$ cat src/rtl/rxfb_pkg.sv
package rxfb_pkg;
  typedef logic [7:0] rxfb_byte_t;
endpackage

$ cat src/rtl/rxfb_mem.sv
module rxfb_mem #(
  parameter int unsigned DEPTH = 128,
  localparam int unsigned AW = $clog2(DEPTH)
) (
  input  logic                 clk,
  input  logic                 we,
  input  logic [AW-1:0]        waddr,
  input  rxfb_pkg::rxfb_byte_t wdata,
  input  logic [AW-1:0]        raddr,
  output rxfb_pkg::rxfb_byte_t rdata
);
  rxfb_pkg::rxfb_byte_t mem [DEPTH];

  always_ff @(posedge clk) begin
    if (we) mem[waddr] <= wdata;
  end

  assign rdata = mem[raddr];
endmodule

$ cat src/rtl/rxfb_wctl.sv
module rxfb_wctl #(
  parameter int unsigned DEPTH = 128,
  localparam int unsigned AW = $clog2(DEPTH),
  localparam int unsigned CW = AW + 1
) (
  input  logic          clk,
  input  logic          rst_n,
  input  logic          delim_done,
  input  logic          in_valid,
  input  logic          frame_end,
  input  logic          addr_reject,
  input  logic          flush,
  input  logic          pop_req,
  output logic          wr_en,
  output logic [AW-1:0] wr_addr,
  output logic [AW-1:0] rd_addr,
  output logic [CW-1:0] count,
  output logic          committed,
  output logic          ovf,
  output logic          sof,
  output logic          in_ready,
  output logic          out_valid
);
  // Pointers carry one extra wrap bit so that full and empty differ.
  logic [CW-1:0] wr_q, rd_q, snap_q, cp_q;
  logic [CW-1:0] wr_nxt, rd_nxt, frame_len, remain;
  logic          in_frame_q, full, pop_do, wr_try, ovf_set;

  assign count     = wr_q - rd_q;
  assign full      = (count == CW'(DEPTH));
  assign out_valid = (count != '0);
  assign in_ready  = in_frame_q && !ovf;
  assign committed = (cp_q != rd_q);
  assign pop_do    = pop_req && out_valid;
  assign wr_try    = in_valid && in_ready && !addr_reject && !flush;
  assign wr_en     = wr_try && !full;
  assign ovf_set   = wr_try && full;
  assign wr_nxt    = wr_q + CW'(wr_en);
  assign rd_nxt    = rd_q + CW'(pop_do);
  assign frame_len = wr_q - snap_q;
  assign remain    = wr_q - rd_nxt;
  assign wr_addr   = wr_q[AW-1:0];
  assign rd_addr   = rd_q[AW-1:0];

  always_ff @(posedge clk or negedge rst_n) begin
    if (!rst_n) begin
      wr_q <= '0; rd_q <= '0; snap_q <= '0; cp_q <= '0;
      in_frame_q <= 1'b0; sof <= 1'b0; ovf <= 1'b0;
    end else if (flush) begin
      wr_q <= '0; rd_q <= '0; snap_q <= '0; cp_q <= '0;
      in_frame_q <= 1'b0; sof <= 1'b0; ovf <= 1'b0;
    end else begin
      rd_q <= rd_nxt;
      if (ovf_set) ovf <= 1'b1;
      // Commit pointer never trails the read pointer.
      if (cp_q == rd_q && pop_do) cp_q <= rd_nxt;
      if (addr_reject) begin
        in_frame_q <= 1'b0;
        sof        <= 1'b0;
        if (!ovf) begin
          if (remain >= frame_len) wr_q <= snap_q;
          else                     wr_q <= rd_nxt;
        end
      end else if (frame_end) begin
        in_frame_q <= 1'b0;
        sof        <= 1'b0;
        wr_q       <= wr_nxt;
        if (!ovf && !ovf_set) cp_q <= wr_nxt;
      end else if (delim_done) begin
        in_frame_q <= 1'b1;
        sof        <= 1'b1;
        wr_q       <= wr_nxt;
        snap_q     <= wr_nxt;
      end else begin
        wr_q <= wr_nxt;
      end
    end
  end
endmodule

$ cat src/rtl/rxfb_flags.sv
module rxfb_flags #(
  parameter int unsigned DEPTH = 128,
  localparam int unsigned AW = $clog2(DEPTH),
  localparam int unsigned CW = AW + 1
) (
  input  logic          clk,
  input  logic          rst_n,
  input  logic [CW-1:0] count,
  input  logic          committed,
  input  logic          ovf,
  input  logic          flush,
  input  logic          pop_req,
  input  logic [AW-1:0] thresh,
  output logic          data_avail,
  output logic          frame_ready
);
  logic popped_q, hold_q;

  always_ff @(posedge clk or negedge rst_n) begin
    if (!rst_n) begin
      popped_q <= 1'b0;
      hold_q   <= 1'b0;
    end else begin
      popped_q <= ovf && (popped_q || pop_req);
      if (pop_req)                      hold_q <= 1'b0;
      else if (flush && ovf && !popped_q) hold_q <= 1'b1;
    end
  end

  assign data_avail  = (count != '0) && !ovf;
  assign frame_ready = hold_q || ovf || committed || (count > {1'b0, thresh});
endmodule

$ cat src/rtl/rx_frame_buffer.sv
module rx_frame_buffer #(
  parameter int unsigned DEPTH = 128,
  localparam int unsigned AW = $clog2(DEPTH),
  localparam int unsigned CW = AW + 1
) (
  input  logic          clk,
  input  logic          rst_n,
  input  logic          delim_done,
  input  logic          in_valid,
  input  logic [7:0]    in_data,
  output logic          in_ready,
  input  logic          frame_end,
  input  logic          addr_reject,
  input  logic          flush,
  input  logic [AW-1:0] thresh,
  output logic          out_valid,
  output logic [7:0]    out_data,
  input  logic          out_ready,
  output logic          sof_ind,
  output logic          data_avail,
  output logic          frame_ready
);
  logic          wr_en, committed, ovf;
  logic [AW-1:0] wr_addr, rd_addr;
  logic [CW-1:0] count;
  rxfb_pkg::rxfb_byte_t rd_byte;

  rxfb_wctl #(.DEPTH(DEPTH)) u_wctl (
    .clk(clk), .rst_n(rst_n), .delim_done(delim_done), .in_valid(in_valid),
    .frame_end(frame_end), .addr_reject(addr_reject), .flush(flush),
    .pop_req(out_ready), .wr_en(wr_en), .wr_addr(wr_addr), .rd_addr(rd_addr),
    .count(count), .committed(committed), .ovf(ovf), .sof(sof_ind),
    .in_ready(in_ready), .out_valid(out_valid)
  );

  rxfb_mem #(.DEPTH(DEPTH)) u_mem (
    .clk(clk), .we(wr_en), .waddr(wr_addr), .wdata(in_data),
    .raddr(rd_addr), .rdata(rd_byte)
  );

  rxfb_flags #(.DEPTH(DEPTH)) u_flags (
    .clk(clk), .rst_n(rst_n), .count(count), .committed(committed), .ovf(ovf),
    .flush(flush), .pop_req(out_ready), .thresh(thresh),
    .data_avail(data_avail), .frame_ready(frame_ready)
  );

  assign out_data = out_valid ? rd_byte : 8'h00;
endmodule

$ cat config.mk
export PLATFORM = sky130hd
export DESIGN_NAME = rx_frame_buffer
export DESIGN_NICKNAME = d
export VERILOG_FILES = /design/src/rtl/rxfb_pkg.sv /design/src/rtl/rxfb_mem.sv /design/src/rtl/rxfb_wctl.sv /design/src/rtl/rxfb_flags.sv /design/src/rtl/rx_frame_buffer.sv
export SDC_FILE = /design/constraint.sdc
export NUM_CORES = 1
export LEC_CHECK = 0
export ABC_AREA = 1
export BUFFER_PORTS_ARGS = -buffer_cell sky130_fd_sc_hd__buf_2
export CAP_MARGIN = 5
export CORE_UTILIZATION = 40
export DETAILED_ROUTE_END_ITERATION = 8
export GPL_TIMING_DRIVEN = 0
export PLACE_DENSITY = 0.56
export RECOVER_POWER = 25
export SLEW_MARGIN = 10
export SYNTH_ARGS = -nofsm -noshare
export SYNTH_HDL_FRONTEND = slang
export SYNTH_SLANG_ARGS = --single-unit
$ cat constraint.sdc
create_clock -name clk -period 7.7 [get_ports clk]
set_clock_uncertainty 0.15 [all_clocks]
set_input_delay 0.77 -clock clk [delete_from_list [all_inputs] [get_ports clk]]
set_output_delay 0.77 -clock clk [all_outputs]
set_load 0.03 [all_outputs]
==> summary by stage <==
Outcome
The flow ran to the end, but the final reports show violations. The checks that failed: max-capacitance violations, max-slew violations.

Worst hold path
The path class of the tightest hold or removal check is input pin to flip-flop. The worst hold path begins at frame_end.

Yosys
In the synthesized netlist, the cells that appear most often are sky130_fd_sc_hd__edfxtp_1, sky130_fd_sc_hd__nand2_1, sky130_fd_sc_hd__nand3_1. The synthesized netlist contains 39 unique library cells. The synthesized cell area is 0.0466 mm2. The mean area per synthesized cell is 10.9 um2.

Counting every instance in the synthesized netlist gives ~4.3k. The async set-or-reset flop fraction in the synthesized netlist is 0.0340. The count of yosys warnings during synthesis is 0. Sorting the synthesized cells by area gives the leading types as sky130_fd_sc_hd__edfxtp_1, sky130_fd_sc_hd__nand2_1, sky130_fd_sc_hd__nand3_1, sky130_fd_sc_hd__inv_1, sky130_fd_sc_hd__nor2_1.

The top-area cell type share of the netlist area is 0.659. The number of nets produced by synthesis is 4346. The most common cell in the synthesized netlist is sky130_fd_sc_hd__edfxtp_1.

The most used flip-flop cell after synthesis is sky130_fd_sc_hd__edfxtp_1. The largest total area in the synthesized netlist belongs to sky130_fd_sc_hd__edfxtp_1. Yosys mapped a number of flops with a built-in enable equal to between 1k and 1.5k. The sequential element share of the synthesized area is 0.679. Counting flops and latches in the post-synthesis netlist gives 1060.

Critical path
The highest net fanout along the worst path is 10. STA classifies the critical path endpoint as a flip-flop. At the worst endpoint, the arrival time is ~7.5 ns.

The critical path is of the flip-flop to flip-flop type. The worst setup path is launched from a flip-flop. The most critical setup path has its startpoint at u_wctl.rd_q[4]$_DFF_PN0_. The maximum single-stage delay on the critical path is 0.70 ns. On the critical path, the stage with the largest delay is an instance of sky130_fd_sc_hd__buf_1. In this run the critical register-to-register path is launched from u_wctl.rd_q[4]$_DFF_PN0_. The most frequent cell on the critical path is sky130_fd_sc_hd__nand2_1. The critical path required time is 8.09 ns.

CTS
The register clock-pin slew on the reported worst setup and hold paths is 0.06 ns. In this run the clock root is driven by a sky130_fd_sc_hd__clkbuf_16. Clock latency on the worst-skew pair, taken at its later pin, is 0.69 ns.

In this run the deepest clock path goes through 3 buffers. The number of levels the H-tree was split into is 3. Buffers inserted during clock tree synthesis total 110. The hold-fix buffer count after cts is 0. TritonCTS built the clock tree.

The clock sink count is 1060.

Power
Across the VDD grid, the largest voltage drop is 0.220 mV. The ratio of total power to cell area is 275 mW/mm2. The switching power is 0.00419 W. For this design the static power due to leakage is 19.6 nW. The share of power burned in the clock network is 0.375. The share of total power dissipated in sequential elements is 0.445.

The design draws 0.0144 W. The combinational power share is 0.181. The fraction of power spent switching nets is 0.292. The internal power of the cells totals between 0.01 and 0.015 W.

Detailed routing
Once detail routing completed, the nets flagged for antenna violations numbered 0. The final wirelength is 156000 um. The number of optimization iterations in the first detailed-route pass is 6. The via density per instance is 5.53. The via count is 33.3k. After detailed routing, the number of remaining DRC violations is 0.

The average wire per standard cell is 25.9 um. The DRC marker count from the first detailed-route iteration is between 4k and 5k.

Final layout
Relative to the synthesized area, the layout overhead comes to 12.1%. Counting the fill cells in the layout gives 10.8k. Across the whole layout, storage elements account for 0.0317 mm2. Of the cells placed in the final design, the portion with a size suffix greater than 1 is 0.0949. The area of combinational cells with multiple inputs is 0.0121 mm2. After the last flow step, the layout net total stands at 4497. The repair_antennas step left the layout with diodes totalling 0.

Floorplan
Measured along the x axis, the die boundary spans 343 um. The effective utilization at floorplan is 0.406. The die height is 343 um. 36 I/O pins were placed. The floorplan step defined a core boundary enclosing around 0.11 mm2. The die covers 0.118 mm2.

The floorplan has roughly 120 rows.

Global route
The number of global-route vias before repair is 31.1k. The first global-routing pass estimated 221000 um of wire. The total overflow left after global routing is 0.

Entering global routing, the biggest net connects 94 pins. The number of antenna violations at the first check in global routing came to 1. The overall fraction of global-route tracks in use is 0.262.

Timing
The pin slew with the least headroom to its limit is about 5 ns. The part of the cycle the worst path needs is 0.918. The fmax is 142 MHz. The sum of negative setup slack is 0 ns. The worst slew slack as a fraction of its limit is -2.34. Subtracting the final worst setup slack from the clock period gives between 7 and 8 ns. The hold violation count in the final report is 0. The max-slew violation total from the final report is 991. Setup repair after global routing left no endpoint under its margin. Setup violations remaining at the end of the flow were counted as 0.

Placement
The congestion estimate from routability-driven global placement came to 0.951. The number of port buffers is 33. The final HPWL from detailed placement is 106000 um.

Run
The tool flagged a number of max-cap violations equal to 16.
-- power groups by stage --
| stage | clock network [W] | registers, W | logic, W |
|---|---|---|---|
| final | 0.00538 | 0.00639 | 0.00259 |
| after global routing | 0.00561 | 0.00639 | 0.00278 |
| after CTS | 0.00540 | 0.00637 | 0.00256 |
| after detailed placement | 0 | 0.00649 | 0.00255 |
| after global placement | 0 | 0.00650 | 0.00251 |
| after floorplan | 0 | 0.00648 | 0.00151 |
-- final cells by class --
cell class | count | share of cell area
sequential | 1060 | 0.605
multi-input combinational | 2545 | 0.232
clock buffer | 134 | 0.0556
tap | 1512 | 0.0362
inverter | 434 | 0.0312
buffer | 238 | 0.0235
clock inverter | 67 | 0.0124
timing repair buffer | 41 | 0.00397
-- stage by stage --
step	area [um2]	setup WS, ns	cells	utilization	hold slack (ns)
final	52300	0.634	6031	0.455	0.103
after global routing	52300	0.136	6031	0.455	0.117
after CTS	52500	0.279	6033	0.457	0.0387
after detailed placement	49000	0.316	5832	0.426	0.337
after global placement	48700	0.303	5824	0.424	0.327
after floorplan	46600	2.51	4279	-	0.303
-- state kept, by name, indices dropped and copies added (netlist names) --
register	flops
u_wctl.wr_q	8
u_mem.mem	1024
u_wctl.sof	1
u_wctl.snap_q	8
u_wctl.rd_q	8
u_wctl.cp_q	8
u_flags.hold_q	1
u_wctl.ovf	1
u_flags.popped_q	1
-- kinds of logic (layout without fill, tap and decap cells) --
kind of cell,Yosys count,after routing,share of synthesized area
and+or+nand+nor,2062,2062,0.195
DFF,1060,1060,0.679
buffers and inverters,674,914,0.0613
AOI/OAI and AO/OA,412,412,0.0472
adders and majority gates,44,44,0.0123
xor gates and xnor gates,27,27,0.00523
-- worst paths after layout --
kind | end | slack, ns | cells after the start
worst min register to register | u_flags.hold_q$_DFFE_PN0P_ | 0.35 | 1
worst min-delay path | u_wctl.sof$_DFFE_PN0P_ | 0.10 | 2
worst max register to register | u_wctl.wr_q[0]$_DFFE_PN0P_ | 0.63 | 32
max in group asynchronous | u_wctl.cp_q[1]$_DFF_PN0_ | 5.71 | 1
worst max-delay path | u_wctl.wr_q[0]$_DFFE_PN0P_ | 0.63 | 32
min in group asynchronous | u_flags.hold_q$_DFFE_PN0P_ | 0.51 | 1
-- per-layer routing --
metal  up-vias  wire length [um]  share of wire  GRT usage
li1      14900                 -              -          -
met1     16400             66400           0.43      0.377
met2      1741             67900           0.43      0.392
met3       273             16500           0.11     0.0587
met4         0              5290          0.034     0.0859
met5         -                 0              0          0
-- critical path, delay by kind of cell, from the launching register on --
family / cells / cell delay [ns]
flip-flops: 1 / 0.60
XOR/XNOR: 1 / 0.50
buffers and inverters: 4 / 1.48
AO/OA/AOI/OAI: 5 / 0.89
adder cells (fa/ha/maj): 4 / 1.35
AND/OR/NAND/NOR: 18 / 1.92
-- what timing repair did --
action,4_1_cts,5_1_grt
setup buffers,0,0
endpoints found under the setup margin,0,8
resized for setup,0,11
-- cells in the final DEF, fill, tap and decap left out, drive strengths merged, types with 7 or more instances in the layout --
cell type	n
bufinv	13
nand4	16
or2	114
xor2	11
buf	160
o21ai	263
ha	41
dfrtp	36
edfxtp	1024
clkbuf	253
a21oi	92
o211ai	48
clkinvlp	7
xnor2	16
nand3	678
inv	430
nor2	322
nand2	926
clkinv	51
Power figures use the tool's default switching activity.
